**src/rtl/flash_bank_prog.sv**
```systemverilog
module flash_bank_prog #(
  parameter int ADDR_W     = 13,
  parameter int BANK_W     = 1,
  parameter int GAP_CYC    = 250,
  parameter int TOGGLE_MAX = 1000000
) (
  input  logic                     clk,
  input  logic                     rst_n,
  input  logic                     start,
  input  logic [1:0]               op,
  input  logic [BANK_W-1:0]        bank,
  output logic [ADDR_W-1:0]        img_addr,
  input  logic [7:0]               img_data,
  output logic                     fl_we,
  output logic                     fl_re,
  output logic [ADDR_W+BANK_W-1:0] fl_addr,
  output logic [7:0]               fl_wdata,
  input  logic [7:0]               fl_rdata,
  output logic                     busy,
  output logic                     done,
  output logic                     error
);

  localparam int GW = $clog2(GAP_CYC + 1);
  localparam int TW = $clog2(TOGGLE_MAX + 1);
  localparam logic [1:0] OP_ERASE = 2'b01;
  localparam logic [1:0] OP_PROG  = 2'b10;
  localparam logic [ADDR_W-1:0] KEY_A = ADDR_W'(12'h555);
  localparam logic [ADDR_W-1:0] KEY_B = ADDR_W'(12'h2AA);
  localparam logic [ADDR_W-1:0] LAST  = '1;
  localparam logic [GW-1:0] GAP_END = GW'(GAP_CYC - 1);
  localparam logic [TW-1:0] TRY_END = TW'(TOGGLE_MAX - 1);

  typedef enum logic [3:0] {
    S_IDLE, S_WR, S_GAP, S_P1, S_P2, S_P3, S_RST, S_RGAP, S_VRD, S_VCK
  } st_t;

  st_t               st;
  logic              is_prog, timed_out;
  logic [BANK_W-1:0] bank_r;
  logic [2:0]        step;
  logic [ADDR_W-1:0] idx, cmd_off, loc;
  logic [GW-1:0]     gap_cnt;
  logic [TW-1:0]     tries;
  logic [7:0]        first_rd, cmd_dat, exp_byte;
  logic              op_ok, last_step;

  assign op_ok     = (op == OP_ERASE) || (op == OP_PROG);
  assign last_step = is_prog ? (step == 3'd3) : (step == 3'd5);
  assign exp_byte  = is_prog ? img_data : 8'hFF;

  always_comb begin
    cmd_off = KEY_A;
    cmd_dat = 8'hAA;
    case (step)
      3'd0: ;
      3'd1: begin cmd_off = KEY_B; cmd_dat = 8'h55; end
      3'd2: cmd_dat = is_prog ? 8'hA0 : 8'h80;
      3'd3: if (is_prog) begin cmd_off = idx; cmd_dat = img_data; end
      3'd4: begin cmd_off = KEY_B; cmd_dat = 8'h55; end
      default: begin cmd_off = '0; cmd_dat = 8'h30; end
    endcase
  end

  always_comb begin
    case (st)
      S_WR:    loc = cmd_off;
      S_VRD:   loc = idx;
      default: loc = '0;
    endcase
  end

  assign fl_we    = (st == S_WR) || (st == S_RST);
  assign fl_re    = (st == S_P1) || (st == S_P2) || (st == S_VRD);
  assign fl_addr  = {bank_r, loc};
  assign fl_wdata = (st == S_WR) ? cmd_dat : ((st == S_RST) ? 8'hF0 : 8'h00);
  assign img_addr = idx;
  assign busy     = (st != S_IDLE);

  always_ff @(posedge clk or negedge rst_n) begin
    if (!rst_n) begin
      st <= S_IDLE; is_prog <= 1'b0; timed_out <= 1'b0; bank_r <= '0;
      step <= '0; idx <= '0; gap_cnt <= '0; tries <= '0; first_rd <= '0;
      done <= 1'b0; error <= 1'b0;
    end else begin
      done <= 1'b0;
      case (st)
        S_IDLE: if (start) begin
          if (!op_ok) begin
            done  <= 1'b1;
            error <= 1'b1;
          end else begin
            error     <= 1'b0;
            is_prog   <= (op == OP_PROG);
            bank_r    <= bank;
            timed_out <= 1'b0;
            step      <= '0;
            idx       <= '0;
            st        <= S_WR;
          end
        end
        S_WR: begin
          gap_cnt <= '0;
          st      <= S_GAP;
        end
        S_GAP: begin
          gap_cnt <= gap_cnt + 1'b1;
          if (gap_cnt == GAP_END) begin
            if (last_step) begin
              tries <= '0;
              st    <= S_P1;
            end else begin
              step <= step + 1'b1;
              st   <= S_WR;
            end
          end
        end
        S_P1: st <= S_P2;
        S_P2: begin
          first_rd <= fl_rdata;
          st       <= S_P3;
        end
        S_P3: begin
          if (first_rd == fl_rdata) begin
            if (is_prog && idx != LAST) begin
              idx  <= idx + 1'b1;
              step <= '0;
              st   <= S_WR;
            end else begin
              st <= S_RST;
            end
          end else if (tries == TRY_END) begin
            timed_out <= 1'b1;
            st        <= S_RST;
          end else begin
            tries <= tries + 1'b1;
            st    <= S_P1;
          end
        end
        S_RST: begin
          gap_cnt <= '0;
          st      <= S_RGAP;
        end
        S_RGAP: begin
          gap_cnt <= gap_cnt + 1'b1;
          if (gap_cnt == GAP_END) begin
            idx <= '0;
            st  <= S_VRD;
          end
        end
        S_VRD: st <= S_VCK;
        S_VCK: begin
          if (fl_rdata != exp_byte || idx == LAST) begin
            done  <= 1'b1;
            error <= timed_out || (fl_rdata != exp_byte);
            st    <= S_IDLE;
          end else begin
            idx <= idx + 1'b1;
            st  <= S_VRD;
          end
        end
        default: st <= S_IDLE;
      endcase
    end
  end


  gap_after_write_chk: assert property (@(posedge clk) disable iff (!rst_n)
    fl_we |=> !fl_we);


  toggle_pair_chk: assert property (@(posedge clk) disable iff (!rst_n)
    (fl_re && st == S_P1) |=> (fl_re && !fl_we && fl_addr == $past(fl_addr)));


  bad_op_chk: assert property (@(posedge clk) disable iff (!rst_n)
    (start && !busy && !op_ok) |=> (done && error && !fl_we && !fl_re));


  done_pulse_chk: assert property (@(posedge clk) disable iff (!rst_n)
    done |=> !done);


  err_hold_chk: assert property (@(posedge clk) disable iff (!rst_n)
    (!busy && !start) |=> $stable(error));


  accept_chk: assert property (@(posedge clk) disable iff (!rst_n)
    (start && !busy && op_ok) |=> (busy && !error));

endmodule

```
**config.mk**
```make
export PLATFORM = sky130hd
export DESIGN_NAME = flash_bank_prog
export DESIGN_NICKNAME = d
export VERILOG_FILES = /design/src/rtl/flash_bank_prog.sv
export SDC_FILE = /design/constraint.sdc
export NUM_CORES = 1
export LEC_CHECK = 0
export ABC_AREA = 1
export BUFFER_PORTS_ARGS = -buffer_cell sky130_fd_sc_hd__buf_2
export CAP_MARGIN = 20
export CORE_MARGIN = 2
export CORE_UTILIZATION = 59
export DETAILED_ROUTE_END_ITERATION = 10
export PLACE_DENSITY = 0.85
export SLEW_MARGIN = 20
export SYNTH_ARGS = -nofsm -noshare
export SYNTH_HDL_FRONTEND = slang
export SYNTH_SLANG_ARGS = --single-unit
export TNS_END_PERCENT = 5
```
**constraint.sdc**
```tcl
create_clock -name clk -period 2 [get_ports clk]
set_clock_uncertainty 0.15 [all_clocks]
set_input_delay 0.4 -clock clk [delete_from_list [all_inputs] [get_ports clk]]
set_output_delay 0.4 -clock clk [all_outputs]
set_load 0.05 [all_outputs]
```
# [Word-level counts from Yosys, hierarchy flattened]
# Index checks and enable logic that the tools add are counted.
[word_totals] elab_cells=129 in_bits=22 ff_bits=61 out_inout_bits=40
[classes] eq_ne=35 muxes=52 reduce_logical=27 addsub=4
[ops] cell="13-bit 2-to-1 mux" count=7
[ops] cell="20-bit 2-to-1 mux" count=4
[ops] cell="13-bit case mux with 4 select lines" count=1
[ops] cell="20-bit case mux with 2 select lines" count=1
[ops] cell="4-bit case mux with 10 select lines" count=1
[ops] cell="13-bit case mux with 3 select lines" count=1
[ops] cell="8-bit 2-to-1 mux" count=4
[ops] cell="8-bit case mux with 4 select lines" count=1
[ops] cell="2-bit inequality test, second input constant" count=13
[ops] cell="13-bit case mux with 2 select lines" count=1
[ops] cell="3-bit 2-to-1 mux" count=8
[ops] cell="4-bit 2-to-1 mux" count=6
[ops] cell="20-bit by 1-bit adder with 20-bit output, second input constant" count=1
[ops] cell="20-bit == test, second input constant" count=1
[ops] cell="4-bit by 3-bit == test with 1-bit output, second input constant" count=4
[ops] cell="8-bit case mux with 2 select lines" count=1
[ops] cell="7-bit AND reduction" count=2
[ops] cell="13-bit by 1-bit adder with 13-bit output, second input constant" count=1
[ops] cell="13-bit == test, second input constant" count=1
[ops] cell="13-bit inequality test, second input constant" count=1
[ops] cell="1-bit 2-to-1 mux" count=10
[ops] cell="5-bit AND reduction" count=2
[ops] cell="3-bit case mux with 3 select lines" count=1
[ops] cell="8-bit by 1-bit adder with 8-bit output, second input constant" count=1
[ops] cell="other kinds (25)" count=44

# [Longest topological paths before layout]
# Gate-level depths: netlist of run 1.
[logic_depth] word_depth=5 ltp_mapped=13 mapped_depth_nobuf=13

# [Worst setup path after synthesis of run 1]
# No wires, ideal clock.
[synth_timing] kind="reg2out" start="reg st[1]" end="out fl_addr[3]" required_time_ns=1.450 path_stages_with_launch=8 path_buffers=0 path_slack_ns=-0.828 t_arrival_ns=2.278 cell_sequence="dfrtp_1 inv_2 nand2_2 nor2_1 nand3_1 nand2_1 inv_1 o21ai_0"
[synth_between] elab_chain_len=2 elab_cells_between_ends=3 cone_classes="2 x eq/ne; 1 x mux"
[synth_lines] item="start: declaration" line="38" text="st_t st;"
[synth_lines] item="start signal: assignment" line="82" text="st <= S_IDLE; is_prog <= 1'b0; timed_out <= 1'b0; bank_r <= '0;"
[synth_lines] item="start signal: assignment" line="99" text="st <= S_WR;"
[synth_lines] item="start signal: assignment" line="104" text="st <= S_GAP;"
[synth_lines] item="4-bit == test / 4-bit by 1-bit == test with 1-bit output (equally long branches)" line="66" text="case (st)"
[synth_lines] item="13-bit case mux with 2 select lines (*)" line="66"
[synth_lines] item="end: declaration" line="16" text="output logic [ADDR_W+BANK_W-1:0] fl_addr,"
# Every way passes the cells marked *; elsewhere a longest branch is shown, timed or not.

# [Worst setup path after layout of run 1]
[layout_timing] start="reg step[1]" end="out fl_wdata[5]"
[layout_between] elab_chain_len=4 elab_cells_between_ends=8 cone_classes="4 x eq/ne; 2 x mux; 2 x reduce/logical"
[layout_lines] item="start: declaration" line="41" text="logic [2:0] step;"
[layout_lines] item="start signal: assignment" line="113" text="step <= step + 1'b1;"
[layout_lines] item="3-bit == test / 3-bit by 1-bit == test with 1-bit output (equally long branches)" line="55" text="case (step)"
[layout_lines] item="2-bit OR reduction (no line)"
[layout_lines] item="8-bit case mux with 4 select lines (*)" line="55"
[layout_lines] item="8-bit 2-to-1 mux (*)" line="76" text="assign fl_wdata = (st == S_WR) ? cmd_dat : ((st == S_RST) ? 8'hF0 : 8'h00);"
[layout_lines] item="end: declaration" line="17" text="output logic [7:0] fl_wdata,"
# Marks and branches as above.

==> results.toml, run 1 <==
[critical_path]
ff2ff_setup_slack_ps = -160
critical_path.startpoint = "step[1]"
r2r_start = "st[2]"
worst_ep_arrival_time_ps = 1990
crit_end = "fl_wdata[5]"
critPathCaptureType = "output pin"
critical_path_required_ps = 1450
reg2reg_to = "tries[15]"
cp_max_fo = 4
cp-start-kind = "flop"
path_class = "reg2out"
rr_worst_depth = 10

[floorplan]
row_count = 32
core_area_mm2 = 0.00761
dieArea_mm2 = 0.00842
fp.dieH_um = 91.8
ioPinCount = 62
die-width_um = 91.8
start_util_pct = 59.7

[sta]
hold_violations = 0
whs_ps = 133
period_minus_slack_ps = 2540
tightestPinTransition_ps = 563
relSlewSlack_pct = 62.3
finalCritPeriodShare_pct = 127
rsz0062_at_grt = "true"
report.final.slew_viol_count = 0
fmax_mhz = 394
setup_viol = 50
timing.final.ws_setup_ps = -535

[route]
viasPerCell = 5.78
drt-total-wl_mm = 15.2
routedWlPerCell_um = 16.0
drc = 0
num_vias = 5506
firstDrtPassIters = 5
drtAntennaViolNets = 0
drtIter0Drc = 425

[finish]
multi_input_area_mm2 = 0.00285
area_growth_pct = 35.6
fin_area_mm2 = 0.00616
fin_cells = 952
nFillCells = 451
num_antenna_cells = 0
finalNetCount = 879
ff_latch_area_mm2 = 0.00153
drive_gt1_share_pct = 27.9

[clock_network]
cts-root-buf = "clkbuf_8"
h-tree-depth = 3
cts_tree = "done"
worstSkewPairLatency_ps = 360
numCtsBuffers = 9
clockBufferDepth = 2
cts_sinks = 61
path_clk_slew_ps = 70

[pwr]
p_seq_share_pct = 22.7
switching_share_pct = 51.0
p_clk_share_pct = 13.4
p_int_w = 0.00370
leakage_nw = 3.14
power_frac_comb_pct = 63.9
powerDensity_mw_per_mm2 = 1220
peakVddDrop_uv = 663
p_switching_w = 0.00385

[synth]
yosys.area_share.adder_pct = 2.75
synth-simple-area-share_pct = 42.0
synth_largest_area_cell = "dfrtp_1"
synth_top_area_share_pct = 33.6
synth_common_cells = "nand2_1, inv_1, nor2_1, dfrtp_1, nand3_1"
ys_warn_count = 0
synth_area_leaders = "dfrtp_1, nand2_1, inv_1"
synth.distinct_cells = 35
syn-num-nets = 743
muxShareOfSynthArea_pct = 0.248
synth_edf_count = 0
synth_ff_type = "dfrtp_1"
ys_seq_elements = 61
synth_compound_area_share_pct = 7.02
synthXorXnorAreaFrac_pct = 4.43
synth.avg_cell_area_um2 = 6.39
synthCells = 711
synth_most_common_cell = "nand2_1"
yosysSeqAreaShare_pct = 33.6
synth_top_family_by_area = "simple AND/OR/NAND/NOR gates"
async_reset_ff_share_pct = 100
syn_area_mm2 = 0.00454

[worst_hold_path]
hold_path.class = "in2reg"

[global_routing]
grt_use_met1_pct = 40.2
met2_usage_pct = 64.1
track_usage_pct = 35.5
antenna_found_initial = 0
grt-ovfl-total = 0
grt_max_degree = 44
grt_pass1_wl_mm = 24.0
busiest_layer = "met2"
grt_pass1_vias = 5277
grt_use_met3_pct = 6.82

[placement]
dp.cells = 933
dp_slack_ps = -249
gp_congestion = 0.994
post-dp-hpwl_mm = 9.62
placed_area_mm2 = 0.00562
port_buffers = 61

[outcome]
status = "complete, but fails checks"
violations = "negative setup slack"

[flow_run]
cap_violations = 0
## layout by cell type (no fill, tap or decap), types with 9 or more instances in the layout
master / count
o21ai_0: 21
inv_1: 82
nand4_1: 23
dfrtp_1: 55
nand3_1: 49
buf_4: 71
xor2_1: 18
nor2_4: 10
clkbuf_8: 11
nand2_1: 246
buf_6: 28
inv_2: 9
buf_2: 38
nand2_2: 17
nor2_1: 75
## per-stage QoR
step | power [W] | util, % | TNS, ps
3_5_place_dp | 0.00569 | 73.8 | -4480
6_report | 0.00755 | 81.0 | -12590
4_1_cts | 0.00715 | 79.7 | -7870
5_1_grt | 0.00789 | 81.0 | -16430
2_1_floorplan | 0.00439 | - | -2730
3_3_place_gp | 0.00553 | 73.8 | -1630
## critical path, stage by stage, from the launching register on
cell and delay [ps]:
dfrtp_2 480, ha_4 200, ha_4 170, inv_2 60, nand4_1 240, a41oi_4 290
buf_6 190
## per-layer routing
layer / vias to the layer above / part of all wire (%)
li1: 2517 / -
met1: 2580 / 38
met2: 316 / 50
met3: 93 / 7.8
met4: 0 / 4.9
met5: - / 0
## power groups by stage
stage	clock network, W	registers [W]	logic [W]
2_1_floorplan	0	0.00174	0.00265
6_report	0.00101	0.00171	0.00482
4_1_cts	0.000997	0.00168	0.00446
3_3_place_gp	0	0.00166	0.00387
5_1_grt	0.00107	0.00172	0.00510
3_5_place_dp	0	0.00169	0.00400
## cells by family after synthesis
| kind of cell | after synthesis |
|---|---|
| multiplexers | 1 |
| AND/OR/NAND/NOR | 448 |
| buffers and inverters | 110 |
| XOR/XNOR | 23 |
| AO/OA/AOI/OAI | 58 |
| flip-flops | 61 |
| adder cells (fa/ha/maj) | 10 |
## worst min-delay path by stage
stage	slack [ps]	to	startpoint	cells past startpoint
final	130	bank_r	bank	2
after global routing	140	bank_r	bank	2
after CTS	140	bank_r	bank	2
after detailed placement	250	first_rd[6]	rst_n	2
after global placement	250	first_rd[6]	rst_n	2
after floorplan	-50	bank_r	rst_n	0
## final cells by class
class	count	area share, %
Multi-Input combinational cell	540	46.3
Sequential cell	61	24.9
Timing Repair Buffer	142	18.3
Inverter	93	5.75
Clock buffer	12	2.52
Tap cell	102	2.07
Clock inverter	2	0.162
## repair_timing
item,in CTS,in global routing
endpoints found under the hold margin,61,0
pin swaps,15,11
hold buffers,1,0
buffers inserted,4,0
resized for setup,81,30
setup endpoints to repair,54,71
## registers in the layout, summed over array words and instances, names as in the netlist
| signal | count |
|---|---|
| bank_r | 1 |
| done | 1 |
| error | 1 |
| first_rd | 8 |
| gap_cnt | 8 |
| img_addr | 13 |
| is_prog | 1 |
| st | 4 |
| step | 3 |
| timed_out | 1 |
| tries | 20 |
Note: power is estimated with default switching activity, not from simulation.
==> inputs of run 2 (changes only) <==
- BUFFER_PORTS_ARGS: -buffer_cell sky130_fd_sc_hd__buf_2 -> unset
- CORE_UTILIZATION: 59 -> 60
- DONT_BUFFER_PORTS: unset -> 1
- PLACE_DENSITY: 0.85 -> 0.79
==> run 2 against run 1 <==
The flow still finishes with violations (negative setup slack). Cell area shrank 0.87%. Clock power grew 18%. Worst setup slack gained 61 ps. Fmax grew 2.5%. Via count shrank 4.2%. Worst hold slack lost 80 ps. Power grew 4.3%. Non-clock buffer count shrank 45. Sequential share of layout area grew 0.20 points. Utilization grew 2.8 points. Sequential power grew 4%. Critical path type unchanged. Largest cell class unchanged. Highest routed layer unchanged.
==> results.toml, run 2 (synthesis results as in run 1) <==
[pwr]
power_frac_comb_pct = 62.4
peakVddDrop_uv = 596
p_seq_share_pct = 22.5
p_clk_share_pct = 15.1
leakage_nw = 2.99
switching_share_pct = 49.0
p_switching_w = 0.00386
powerDensity_mw_per_mm2 = 1290
p_int_w = 0.00401

[outcome]
violations = "negative setup slack"
status = "complete, but fails checks"

[sta]
setup_tns_ps = -9120
relSlewSlack_pct = 65.6
setup_viol = 35
fmax_mhz = 404
hold_violations = 0
rsz0062_at_grt = "true"
timing.final.ws_setup_ps = -474
finalCritPeriodShare_pct = 124
report.final.slew_viol_count = 0
whs_ps = 52.7
tightestPinTransition_ps = 517
period_minus_slack_ps = 2470

[worst_hold_path]
worstHoldStart = "bank"
hold_path.class = "in2reg"

[route]
drc = 0
num_vias = 5274
drtIter0Drc = 495
drt-total-wl_mm = 14.6
drtAntennaViolNets = 0
viasPerCell = 5.82
firstDrtPassIters = 5
routedWlPerCell_um = 16.1

[clock_network]
h-tree-depth = 3
cts-root-buf = "clkbuf_8"
path_clk_slew_ps = 80
cts_tree = "done"
cts_sinks = 61
clockBufferDepth = 2
worstSkewPairLatency_ps = 360
numCtsBuffers = 9

[finish]
most-common-layout-cells = "nand2_1, inv_1, nor2_1"
finalNetCount = 834
area_growth_pct = 34.4
drive_gt1_share_pct = 24.4
fin_area_mm2 = 0.00611
largest_register = "tries"
largest_reg_flops = 20
num_antenna_cells = 0
final_common_cell = "nand2_1"
nFillCells = 434

[floorplan]
start_util_pct = 62.3
row_count = 31
fp.dieH_um = 91.0
dieArea_mm2 = 0.00829
core_area_mm2 = 0.00729
die-width_um = 91.0
ioPinCount = 62

[critical_path]
critPathCaptureType = "output pin"
worst_ep_arrival_time_ps = 1920
cp_max_fo = 4
critical_path.startpoint = "step[1]"
r2r_start = "st[3]"
cp-start-kind = "flop"
path_class = "reg2out"
critical_path_required_ps = 1450

[flow_run]
cap_violations = 0

[global_routing]
grt_pass1_wl_mm = 22.8
antenna_found_initial = 0
grt-ovfl-total = 0
grt_max_degree = 62
track_usage_pct = 33.7
grt_pass1_vias = 4837

[placement]
placed_area_mm2 = 0.00563
dp_slack_ps = -220
port_buffers = 0
gp_congestion = 0.942
post-dp-hpwl_mm = 9.47
run 2: changes by cell type in the layout (fill, tap and decap cells not counted), moves of 2 or more:
cell	change
buf_4	-4
buf_2	-38
nor2_4	-4
nand2_1	-3
nand3_1	-2
nand2_2	+3
clkinv_2	-2
clkinvlp_4	+2
buf_12	+17
clkinv_4	+2
buf_6	-21
nor2_2	+4
nand3_2	+2
run 2: power groups by stage:
| stage | Sequential [W] | Clock, W | Combinational [W] |
|---|---|---|---|
| finish | 0.00177 | 0.00119 | 0.00491 |
| global route | 0.00179 | 0.00124 | 0.00516 |
| CTS | 0.00175 | 0.00119 | 0.00457 |
| detailed placement | 0.00176 | 0 | 0.00434 |
| global placement | 0.00174 | 0 | 0.00421 |
| floorplan | 0.00174 | 0 | 0.00265 |
run 2: worst paths after layout:
kind | to | slack, ps | cells past startpoint
max | fl_wdata[5] | -470 | 7
min | bank_r | 50 | 1
min reg2reg | tries[19] | 360 | 2
min in group asynchronous | first_rd[2] | 430 | 2
max in group asynchronous | step[1] | 970 | 2
max reg2reg | img_addr[5] | -60 | 10
run 2: timing repair:
action / in CTS / in global routing
setup endpoints to repair: 24 / 65
hold buffers: 2 / 0
endpoints found under the hold margin: 61 / 0
gates resized for setup: 35 / 30
setup buffers: 2 / 3
pin swaps: 7 / 8
run 2: metrics by stage:
stage | std cells | total power [W] | util [%]
floorplan | 711 | 0.00439 | -
global placement | 883 | 0.00595 | 77.1
detailed placement | 883 | 0.00610 | 77.1
CTS | 903 | 0.00750 | 82.3
global route | 906 | 0.00819 | 83.8
finish | 906 | 0.00787 | 83.8
run 2: layout make-up:
class | instances | area [um^2] | share of cell area [%]
clock buffers | 10 | 138 | 2.25
multi-input cells | 540 | 2850 | 46.7
repair buffers | 97 | 1040 | 17.0
clock inverters | 6 | 71.3 | 1.17
well taps | 99 | 124 | 2.03
flip-flops and latches | 61 | 1530 | 25.1
inverters | 93 | 354 | 5.80
run 2: worst max-delay path: stages (launching register included):
cell and delay, ps:
dfrtp_2 460, inv_4 70, ha_4 180, o21ai_4 180
nand4_1 160, buf_6 160, a41oi_4 180, buf_12 160
run 2: routing by layer:
metal	routed length (um)	track usage, %	share of wire (%)
met1	5360	41.1	37
met3	1260	5.89	8.6
met5	0	0	0
met4	752	17.4	5.1
met2	7250	57.2	50
